===== config.mk =====
export PLATFORM = sky130hd
export DESIGN_NAME = dbg_inject_chain
export DESIGN_NICKNAME = d
export VERILOG_FILES = /design/src/rtl/dbg_inject_pkg.sv /design/src/rtl/dbg_scan_shift.sv /design/src/rtl/dbg_speed_seq.sv /design/src/rtl/dbg_inject_chain.sv
export SDC_FILE = /design/constraint.sdc
export NUM_CORES = 1
export LEC_CHECK = 0
export BUFFER_PORTS_ARGS = -buffer_cell sky130_fd_sc_hd__buf_2
export CAP_MARGIN = 20
export CORE_ASPECT_RATIO = 0.8
export CORE_MARGIN = 2
export CORE_UTILIZATION = 32
export DETAILED_ROUTE_END_ITERATION = 6
export PLACE_DENSITY_LB_ADDON = 0.08
export SKIP_CTS_REPAIR_TIMING = 1
export SLEW_MARGIN = 20
export SYNTH_ARGS = -nofsm -noshare
export SYNTH_HDL_FRONTEND = slang
export SYNTH_SLANG_ARGS = --single-unit

===== constraint.sdc =====
create_clock -name tck -period 2.5 [get_ports tck]
set_input_delay 0.125 -clock tck [delete_from_list [all_inputs] [get_ports tck]]
set_output_delay 0.125 -clock tck [all_outputs]
set_load 0.01 [all_outputs]

===== src/rtl/dbg_inject_pkg.sv =====
package dbg_inject_pkg;
    localparam int WORD_W = 32;
    localparam int CHAIN_W = WORD_W + 1;

    typedef struct packed {
        logic arm;      // last full word carried the flag
        logic pend;     // instruction loaded that runs at system speed / restart
        logic req;      // system-speed request outstanding
        logic started;  // core has left debug during the request
        logic ret;      // return flag for the next capture
        logic dclk;     // debug clock pulse
        logic resume;   // restart pulse
    } seq_state_t;
endpackage


===== src/rtl/dbg_scan_shift.sv =====
module dbg_scan_shift #(
    parameter int LEN = 33
) (
    input  logic           clk,
    input  logic           rst_n,
    input  logic           sel,
    input  logic           cap,
    input  logic           shift,
    input  logic           upd,
    input  logic           tdi,
    input  logic [LEN-1:0] cap_word,
    output logic           tdo,
    output logic [LEN-2:0] word_out,
    output logic           upd_full,
    output logic           upd_flag
);
    localparam int CW = $clog2(LEN + 2);
    localparam logic [CW-1:0] FULL = CW'(LEN);
    localparam logic [CW-1:0] OVER = CW'(LEN + 1);

    typedef struct packed {
        logic [LEN-1:0] sh;
        logic [LEN-2:0] par;
        logic [CW-1:0]  cnt;
    } scan_state_t;

    scan_state_t s_d, s_q;

    always_comb begin
        s_d = s_q;
        if (sel && cap) begin
            s_d.sh  = cap_word;
            s_d.cnt = '0;
        end else if (sel && shift) begin
            s_d.sh = {tdi, s_q.sh[LEN-1:1]};
            if (s_q.cnt != OVER) begin
                s_d.cnt = s_q.cnt + 1'b1;
            end
        end else if (sel && upd) begin
            if (s_q.cnt == FULL) begin
                s_d.par = s_q.sh[LEN-2:0];
            end
            s_d.cnt = '0;
        end
    end

    always_ff @(posedge clk or negedge rst_n) begin
        if (!rst_n) begin
            s_q <= '0;
        end else begin
            s_q <= s_d;
        end
    end

    assign tdo      = s_q.sh[0];
    assign word_out = s_q.par;
    assign upd_full = sel && upd && (s_q.cnt == FULL);
    assign upd_flag = s_q.sh[LEN-1];

    p_short_scan_r4: assert property (@(posedge clk) disable iff (!rst_n)
        (sel && upd && !cap && !shift && s_q.cnt != FULL) |=> $stable(word_out));
endmodule


===== src/rtl/dbg_speed_seq.sv =====
module dbg_speed_seq
    import dbg_inject_pkg::*;
(
    input  logic clk,
    input  logic rst_n,
    input  logic upd_full,
    input  logic upd_flag,
    input  logic cap_evt,
    input  logic ir_bypass,
    input  logic ir_restart,
    input  logic run_idle,
    input  logic mreq_n,
    input  logic dbgack,
    output logic cap_flag,
    output logic dclk,
    output logic req,
    output logic resume
);
    seq_state_t s_d, s_q;
    logic done_now;

    always_comb begin
        done_now = s_q.req && s_q.started && mreq_n && dbgack;
        s_d = s_q;
        s_d.dclk = 1'b0;
        s_d.resume = 1'b0;

        if (s_q.req) begin
            if (!mreq_n || !dbgack) begin
                s_d.started = 1'b1;
            end
            if (done_now) begin
                s_d.req = 1'b0;
                s_d.started = 1'b0;
            end
        end

        if (cap_evt) begin
            s_d.ret = 1'b0;
        end else if (done_now) begin
            s_d.ret = 1'b1;
        end

        if (upd_full && !s_q.req) begin
            s_d.dclk = 1'b1;
            s_d.pend = s_q.arm;
            s_d.arm  = upd_flag;
        end else if (s_q.pend && !s_q.req) begin
            if (ir_bypass) begin
                s_d.req  = 1'b1;
                s_d.pend = 1'b0;
            end else if (ir_restart && run_idle) begin
                s_d.resume = 1'b1;
                s_d.pend   = 1'b0;
            end
        end
    end

    always_ff @(posedge clk or negedge rst_n) begin
        if (!rst_n) begin
            s_q <= '0;
        end else begin
            s_q <= s_d;
        end
    end

    assign cap_flag = s_q.ret || done_now;
    assign dclk     = s_q.dclk;
    assign req      = s_q.req;
    assign resume   = s_q.resume;

    p_req_hold_r6: assert property (@(posedge clk) disable iff (!rst_n)
        (s_q.req && !(mreq_n && dbgack)) |=> s_q.req);
    p_req_src_r5: assert property (@(posedge clk) disable iff (!rst_n)
        $rose(s_q.req) |-> $past(ir_bypass));
    p_resume_idle_r9: assert property (@(posedge clk) disable iff (!rst_n)
        s_q.resume |-> $past(run_idle && ir_restart));
    p_ret_after_req_r8: assert property (@(posedge clk) disable iff (!rst_n)
        $rose(s_q.ret) |-> $past(s_q.req));
endmodule


===== src/rtl/dbg_inject_chain.sv =====
module dbg_inject_chain
    import dbg_inject_pkg::*;
(
    input  logic              tck,
    input  logic              trst_n,
    input  logic              chain_sel,
    input  logic              capture_dr,
    input  logic              shift_dr,
    input  logic              update_dr,
    input  logic              run_idle,
    input  logic              ir_bypass,
    input  logic              ir_restart,
    input  logic              tdi,
    input  logic [WORD_W-1:0] core_bus,
    input  logic              core_mreq_n,
    input  logic              core_dbgack,
    output logic              tdo,
    output logic [WORD_W-1:0] instr_word,
    output logic              dclk_pulse,
    output logic              sys_req,
    output logic              resume_pulse,
    output logic              sys_done
);
    logic upd_full, upd_flag, cap_flag;

    dbg_scan_shift #(.LEN(CHAIN_W)) u_shift (
        .clk      (tck),
        .rst_n    (trst_n),
        .sel      (chain_sel),
        .cap      (capture_dr),
        .shift    (shift_dr),
        .upd      (update_dr),
        .tdi      (tdi),
        .cap_word ({cap_flag, core_bus}),
        .tdo      (tdo),
        .word_out (instr_word),
        .upd_full (upd_full),
        .upd_flag (upd_flag)
    );

    dbg_speed_seq u_seq (
        .clk        (tck),
        .rst_n      (trst_n),
        .upd_full   (upd_full),
        .upd_flag   (upd_flag),
        .cap_evt    (chain_sel && capture_dr),
        .ir_bypass  (ir_bypass),
        .ir_restart (ir_restart),
        .run_idle   (run_idle),
        .mreq_n     (core_mreq_n),
        .dbgack     (core_dbgack),
        .cap_flag   (cap_flag),
        .dclk       (dclk_pulse),
        .req        (sys_req),
        .resume     (resume_pulse)
    );

    assign sys_done = core_mreq_n && core_dbgack;

    p_dclk_single_r3: assert property (@(posedge tck) disable iff (!trst_n)
        dclk_pulse |=> !dclk_pulse);
    p_no_dclk_req_r7: assert property (@(posedge tck) disable iff (!trst_n)
        sys_req |=> !dclk_pulse);
endmodule


==> qor_table.md, run 1 <==
| Metric | Reported |
| --- | --- |
| Mean area per synthesized cell | 12.61 um^2 |
| Fraction of layout instances using a drive strength above 1 | 0.3972 |
| Met2 layer wire length in the routed design | 3711 um |
| Warning count from the yosys run | 0 |
| Number of max-capacitance violations reported | 0 |
| Fill cell total of the finished layout | 1143 |
| Worst min-delay path class | in2reg |
| Synthesized instance count | 298 |
| Overall die width | 125.2 um |
| Total number of nets in the final design | 397 |
| Post-layout min period | 2227 ps |
| Total negative slack for setup checks | 0 ps |
| I/O pin count | 81 |
| Nets in the synthesized netlist | 345 |
| Wirelength per Cell | 16.31 um |
| Initial antenna violation count | 0 |
| Core area | 11470 um^2 |
| Pin count of the biggest net entering global routing | 79 |
| Root buffer selected by CTS | clkbuf_16 |
| Clock sink count | 78 |
| Worst Path Max Fanout | 21 |
| Largest vdd supply drop | 355.9 uV |
| Min Hold Slack | -1.841 ps |
| Top layer reached by signal wires | met4 |
| Number of buffers added on ports | 80 |
| Number of buffers between clock root and the deepest sink | 2 |
| Share of the clock period used by the worst path after layout | 0.8906 |
| Via count of the first global-routing pass | 2503 |
| Worst rel slew slack | 0.4847 |
| Area of all sequential standard cells | 1952 um^2 |
| Crit path kind | reg2reg |
| Pleak | 2.345 nW |
| GPL Wtd Cong | 0.7786 |
| Clock input transition at the sequential cells of the worst setup and hold paths | 60 ps |
| Startpoint type of the worst setup path | flip-flop |
| Global-route wire length before repair | 13490 um |
| Routed vias/inst | 4.841 |
| Overall fraction of global-route tracks in use | 0.1384 |
| Most repeated cell in the gate-level netlist after synthesis | dfrtp_1 |
| Arrival time at the worst endpoint | 2440 ps |
| Largest clock skew in the final design | 4.945 ps |
| Via count | 2435 |
| Endpoint class of the critical path | flip-flop |
| P&R area growth vs syn | 18.31% |
| Antenna diode count | 0 |
| Count of state elements after synthesis | 78 |
| Worst hold stages | 3 |
| Leading cell types by total area after synthesis | dfrtp_1 (52%), mux2_4 (12%), a22o_1 (8.4%), buf_4 (6.4%), mux2i_1 (3.7%) |
| Worst-skew pair later-pin latency | 330 ps |
| Achievable clock frequency | 0.4491 GHz |
| CTS H-tree lvls | 3 |
| Final setup viols | 0 |
| Met3 routed wirelength | 346 um |
| Number of enable-type register cells in the synthesized netlist | 0 |
| Count of unique library cells instantiated by Yosys | 40 |
| Die Area | 12630 um^2 |
| FFs w/ async S/R, synth | 1.000 |
| Final hold viol count | 2 |
| Utilization after layout | 0.3875 |
| Slew @ Worst Pin | 767.8 ps |
| Height of the chip | 100.9 um |
| 1st-iter DRT viols | 114 |
| Most frequently used flop master after synthesis | dfrtp_1 |
| Fraction of the yosys area taken by sequential cells | 0.5195 |
| Library cell with the largest summed area after synthesis | dfrtp_1 |
| Run status | finished with violations |
| Multi-input combinational cell area | 1419 um^2 |
| Violations in the final reports | hold timing |
| TritonCTS buffer count | 9 |
| Remaining global-route overflow | 0 |
| Final max-slew violation count | 0 |
| Antenna Nets Post-Route | 0 |
| Commonest cells post-synth | dfrtp_1 (78), a22o_1 (36), buf_4 (32) |
| Synth top area share | 0.5195 |
| Effective utilization at floorplan | 0.3275 |
| # rows | 35 |
| R2r worst-path depth | 4 |
| RSZ-0062 raised after global routing | no |
| Post-DP HPWL | 5498 um |
| Metal-1 WL | 4092 um |
| TritonCTS clock tree | done |
| Summed instance area of the synthesized netlist | 3757 um^2 |
| Total power density per cell area | 725.6 nW/um^2 |
| First-pass iteration count of the detailed router | 4 |
| Total length of routed wires | 8203 um |
| DRC violations left | 0 |
| Worst path required time | 2720 ps |
layout make-up:
cell class | instances | share of cell area
Tap cell | 148 | 0.04166
Timing Repair Buffer | 92 | 0.1154
Clock inverter | 5 | 0.02364
Inverter | 5 | 0.004222
Multi-Input combinational cell | 164 | 0.3192
Clock buffer | 11 | 0.05685
Sequential cell | 78 | 0.4391
worst max-delay path, cell delays in order, from the launching register on:
cell and delay (ps):
dfrtp_1 420, or4b_4 570, or4_4 500, buf_4 270
mux2_4 330
metrics by stage:
step                hold WS, ps  instances  area (um^2)  setup slack, ps  total power, mW
floorplan                -170.6        298         3757            373.9            1.580
global placement          196.7        484         4058            312.7            1.710
detailed placement        193.4        484         4058            285.5            1.710
CTS                      -165.7        500         4415            270.4            3.284
global route              9.091        503         4446            188.1            3.376
finish                   -1.841        503         4446            273.4            3.226
cell families after synthesis:
| kind of cell | Yosys count | synth area share |
|---|---|---|
| flops | 78 | 0.5195 |
| compound gates | 69 | 0.1372 |
| buf+inv | 56 | 0.1029 |
| mux | 48 | 0.1692 |
| simple gates | 43 | 0.05895 |
| fa+ha+maj | 3 | 0.009991 |
| xor+xnor | 1 | 0.002331 |
state kept, by name (all words and copies together), names as in the netlist:
name	count
u_shift.s_q	37
u_shift.tdo	1
u_seq.s_q	4
u_shift.upd_flag	1
u_seq.dclk	1
u_shift.word_out	32
u_seq.req	1
u_seq.resume	1
report_power, final:
group / switching (mW) / total (mW) / internal, mW
sequential: 0.0704 / 1.42 / 1.35
combinational: 0.132 / 0.265 / 0.133
clock: 0.514 / 1.54 / 1.03
total: 0.716 / 3.23 / 2.51
placed cells by master (no fill, tap or decap), types with 4 or more instances in the layout:
| master | Yosys | layout |
|---|---|---|
| a22o_1 | 36 | 36 |
| buf_2 | 0 | 79 |
| buf_4 | 32 | 9 |
| clkbuf_16 | 0 | 9 |
| dfrtp_1 | 78 | 78 |
| inv_1 | 5 | 5 |
| mux2_2 | 4 | 4 |
| mux2_4 | 30 | 30 |
| mux2i_1 | 14 | 14 |
| nand2_1 | 21 | 21 |
| nand3_1 | 5 | 5 |
| o21ai_0 | 17 | 17 |
routing by layer:
| metal | vias to the layer above | GRT usage |
|---|---|---|
| met3 | 8 | 0.04140 |
| met1 | 1221 | 0.1959 |
| met2 | 53 | 0.2082 |
| met4 | 0 | 0.03590 |
| li1 | 1153 | - |
| met5 | - | 0 |
worst paths after layout:
check / to / slack, ps / from
max: u_shift.word_out[11]$_DFFE_PN0P_ / 270 / u_shift.s_q[4]$_DFFE_PN0P_
min: u_shift.s_q[63]$_DFFE_PN0P_ / -2 / core_bus[25]
max reg2reg: u_shift.word_out[11]$_DFFE_PN0P_ / 270 / u_shift.s_q[4]$_DFFE_PN0P_
min reg2reg: u_shift.word_out[6]$_DFFE_PN0P_ / 500 / u_shift.word_out[6]$_DFFE_PN0P_
max in group asynchronous: u_shift.word_out[3]$_DFFE_PN0P_ / 1810 / trst_n
min in group asynchronous: u_shift.word_out[11]$_DFFE_PN0P_ / 350 / trst_n
(Power assumes the default switching activity.)
==> run 2, diff against run 1 <==
--- a/config.mk
+++ b/config.mk
@@ -16,4 +16,5 @@
 export SLEW_MARGIN = 20
 export SYNTH_ARGS = -nofsm -noshare
 export SYNTH_HDL_FRONTEND = slang
+export SYNTH_HIERARCHICAL = 1
 export SYNTH_SLANG_ARGS = --single-unit
==> run 2 against run 1 <==
The flow now finishes without violations. Setup slack improved by 460 ps. Clock skew grew 2.5 ps. Count of clock-buffer cells in the layout increased by 3. Critical endpoint is now u_shift/word_out[0]$_DFFE_PN0P_. Core utilization shrank 0.26 points. Area after synthesis about the same. Routed wire length is 12% higher. Hold slack better by 29 ps. Critical path depth up 1.
==> qor_table.md, run 2 <==
| Metric | Reported | vs previous |
| --- | --- | --- |
| Top delay family on crit path | flip-flops | was simple AND/OR/NAND/NOR gates |
| Initial antenna violation count | 1 | was 0 |
| Endpoint class of the critical path | flip-flop | unchanged |
| GR met3 Demand/Resource | 0.04671 | was 0.04140 |
| Most frequently used flop master after synthesis | dfrtp_1 | unchanged |
| Remaining global-route overflow | 0 | unchanged |
| Core area | 11470 um^2 | unchanged |
| RSZ-0062 raised after global routing | no | unchanged |
| Overall fraction of global-route tracks in use | 0.1526 | was 0.1384 |
| Nets in the synthesized netlist | 363 | was 345 |
| Highest-count cells in the layout ignoring fill and taps | buf_2 (79), dfrtp_1 (78), o22ai_1 (67) | was buf_2 (79), dfrtp_1 (78), a22o_1 (36) |
| FFs w/ async S/R, synth | 1.000 | unchanged |
| Number of buffers added on ports | 80 | unchanged |
| DP Worst Slack | 718.0 ps | was 285.5 ps |
| Share of the clock period used by the worst path after layout | 0.7075 | was 0.8906 |
| Utilization after layout | 0.3848 | was 0.3875 |
| Final max-slew violation count | 0 | unchanged |
| Final worst slack | 731.2 ps | was 273.4 ps |
| Max stage delay on crit path | 430 ps | was 570 ps |
| Fraction of the yosys area taken by sequential cells | 0.5190 | was 0.5195 |
| Met2 Usage GRT | 0.2387 | was 0.2082 |
| Number of max-capacitance violations reported | 0 | unchanged |
| Effective utilization at floorplan | 0.3278 | was 0.3275 |
| TritonCTS buffer count | 9 | unchanged |
| Worst Path Max Fanout | 21 | unchanged |
| Largest vdd supply drop | 309.3 uV | was 355.9 uV |
| Library cell with the largest summed area after synthesis | dfrtp_1 | unchanged |
| Clock input transition at the sequential cells of the worst setup and hold paths | 60 ps | about the same |
| Largest clock skew in the final design | 7.464 ps | was 4.945 ps |
| Overall die width | 125.2 um | about the same |
| I/O pin count | 81 | unchanged |
| Height of the chip | 101.0 um | was 100.9 um |
| Post-layout min period | 1769 ps | was 2227 ps |
| Clock sink count | 78 | unchanged |
| Summed area of non-filler cells in the final layout | 4415 um^2 | was 4446 um^2 |
| Worst min-delay path class | in2reg | unchanged |
| Root buffer selected by CTS | clkbuf_16 | unchanged |
| Routed vias/inst | 5.087 | was 4.841 |
| Global-route wire length before repair | 15190 um | was 13490 um |
| Slowest cell on the critical path | dfrtp_1 | was or4b_4 |
| CTS H-tree lvls | 3 | unchanged |
| Via count | 2630 | was 2435 |
| Count of unique library cells instantiated by Yosys | 41 | was 40 |
| # rows | 35 | unchanged |
| Wirelength per Cell | 17.80 um | was 16.31 um |
| Commonest non-fill, non-tap cell in the layout | buf_2 | unchanged |
| Worst-path cell chain | ha_1, and3_1, nand3_2, buf_4, mux2_2 | was or4b_4, or4_4, buf_4, mux2_4 |
| Gr busiest metal | met2 | unchanged |
| Fill cell total of the finished layout | 1153 | was 1143 |
| Arrival time at the worst endpoint | 1980 ps | was 2440 ps |
| Buffers and inverters on the worst path | 1 | unchanged |
| Worst path required time | 2710 ps | was 2720 ps |
| M1 GR Usage | 0.2056 | was 0.1959 |
| First-pass iteration count of the detailed router | 4 | unchanged |
| Flip-flop count of the largest register after layout | 37 | unchanged |
| Antenna diode count | 0 | unchanged |
| Total power density per cell area | 710.9 nW/um^2 | was 725.6 nW/um^2 |
| Most repeated cell in the gate-level netlist after synthesis | dfrtp_1 | unchanged |
| Warning count from the yosys run | 6 | was 0 |
| Synth top area share | 0.5190 | was 0.5195 |
| Leading cell types by total area after synthesis | dfrtp_1 (52%), mux2_4 (12%), o22ai_1 (11%), buf_4 (6.4%), a21oi_1 (4.4%) | was dfrtp_1 (52%), mux2_4 (12%), a22o_1 (8.4%), buf_4 (6.4%), mux2i_1 (3.7%) |
| Final hold viol count | 0 | was 2 |
| Count of state elements after synthesis | 78 | unchanged |
| Run status | complete, no violations | was finished with violations |
| Synthesized instance count | 316 | was 298 |
| Pleak | 2.173 nW | was 2.345 nW |
| Mean area per synthesized cell | 11.90 um^2 | was 12.61 um^2 |
| Most flops, register | u_shift/s_q | was u_shift.s_q |
| Placed Instance Area | 4083 um^2 | was 4058 um^2 |
| Total number of nets in the final design | 411 | was 397 |
| GPL Wtd Cong | 0.7290 | was 0.7786 |
| Pwr Total | 3.139 mW | was 3.226 mW |
| Number of enable-type register cells in the synthesized netlist | 0 | unchanged |
| 1st-iter DRT viols | 126 | was 114 |
| Crit path kind | reg2reg | unchanged |
| Die Area | 12640 um^2 | was 12630 um^2 |
| Fraction of layout instances using a drive strength above 1 | 0.3875 | was 0.3972 |
| Slew @ Worst Pin | 686.1 ps | was 767.8 ps |
| Total negative slack for setup checks | 0 ps | unchanged |
| Total length of routed wires | 9201 um | was 8203 um |
| TritonCTS clock tree | done | unchanged |
| P&R area growth vs syn | 17.40% | was 18.31% |
| Startpoint type of the worst setup path | flip-flop | unchanged |
| Worst-skew pair later-pin latency | 330 ps | about the same |
| Commonest cells post-synth | dfrtp_1 (78), o22ai_1 (67), a21oi_1 (33) | was dfrtp_1 (78), a22o_1 (36), buf_4 (32) |
| Summed instance area of the synthesized netlist | 3761 um^2 | was 3757 um^2 |
| DRC violations left | 0 | unchanged |
| Final setup viols | 0 | unchanged |
| Number of buffers between clock root and the deepest sink | 2 | unchanged |
| Via count of the first global-routing pass | 2796 | was 2503 |
| Pin count of the biggest net entering global routing | 52 | was 79 |
| Achievable clock frequency | 0.5654 GHz | was 0.4491 GHz |
| Antenna Nets Post-Route | 0 | unchanged |
| Worst rel slew slack | 0.5426 | was 0.4847 |
| Post-DP HPWL | 6015 um | was 5498 um |
run 2: cell count changes in the layout (fill, tap and decap cells not counted), moves of 2 or more:
cell        change
buf_4           -2
a22o_1         -36
bufinv_16       -2
a21o_1          +2
mux2i_1        -13
nand2_1        -15
a21oi_1        +31
clkinvlp_4      -2
mux2_2          -2
o22ai_1        +65
clkbuf_1        +2
nor2b_4         +2
o21ai_0        -15
run 2: kinds of logic after synthesis:
family / after synthesis / share of synthesized area
AO/OA/AOI/OAI: 115 / 0.1860
XOR/XNOR: 1 / 0.002329
adder cells (fa/ha/maj): 3 / 0.009981
buffers and inverters: 57 / 0.09747
flip-flops: 78 / 0.5190
multiplexers: 34 / 0.1324
AND/OR/NAND/NOR: 28 / 0.05290
run 2: report_power, final:
part	switching (mW)	internal [mW]	total, mW
Combinational	0.169	0.151	0.320
Sequential	0.107	1.36	1.47
Clock	0.493	0.858	1.35
Total	0.769	2.37	3.14
run 2: worst register-to-register path, stage by stage, from the launching register on:
cell,delay (ps)
dfrtp_1,430
ha_1,220
and3_1,180
nand3_2,80
buf_4,370
mux2_2,380
run 2: metrics by stage:
step                      cells  hold WS, ps
after floorplan             316       -170.6
after global placement      499        223.2
after detailed placement    499        224.4
after CTS                   515       -135.4
after global routing        517        39.80
final                       517        27.45
run 2: path summary, 6_finish.rpt:
check	start	endpoint	slack, ps	cells after the start
setup / recovery	u_shift/s_q[0]$_DFFE_PN0P_	u_shift/word_out[0]$_DFFE_PN0P_	730	5
hold / removal	core_dbgack	u_seq/s_q[3]$_DFFE_PN0P_	30	2
setup reg to reg	u_shift/s_q[0]$_DFFE_PN0P_	u_shift/word_out[0]$_DFFE_PN0P_	730	5
hold reg to reg	u_shift/word_out[22]$_DFFE_PN0P_	u_shift/word_out[22]$_DFFE_PN0P_	500	1
max in group asynchronous	trst_n	u_shift/s_q[65]$_DFFE_PN0P_	1500	3
min in group asynchronous	trst_n	u_shift/word_out[5]$_DFFE_PN0P_	390	2
run 2: layout make-up:
cell class                      count  area [um^2]  share of cell area
Clock buffer                       14        274.0             0.06206
Tap cell                          148        185.2             0.04194
Clock inverter                      2        38.79            0.008784
Timing Repair Buffer               90        508.0              0.1150
Multi-Input combinational cell    181         1443              0.3267
Inverter                            4        15.01            0.003400
Sequential cell                    78         1952              0.4421
run 2: per-layer routing:
metal,vias to the layer above,wire length (um)
met2,56,4190
met3,4,401
met1,1313,4553
met5,-,13
li1,1255,-
met4,2,42
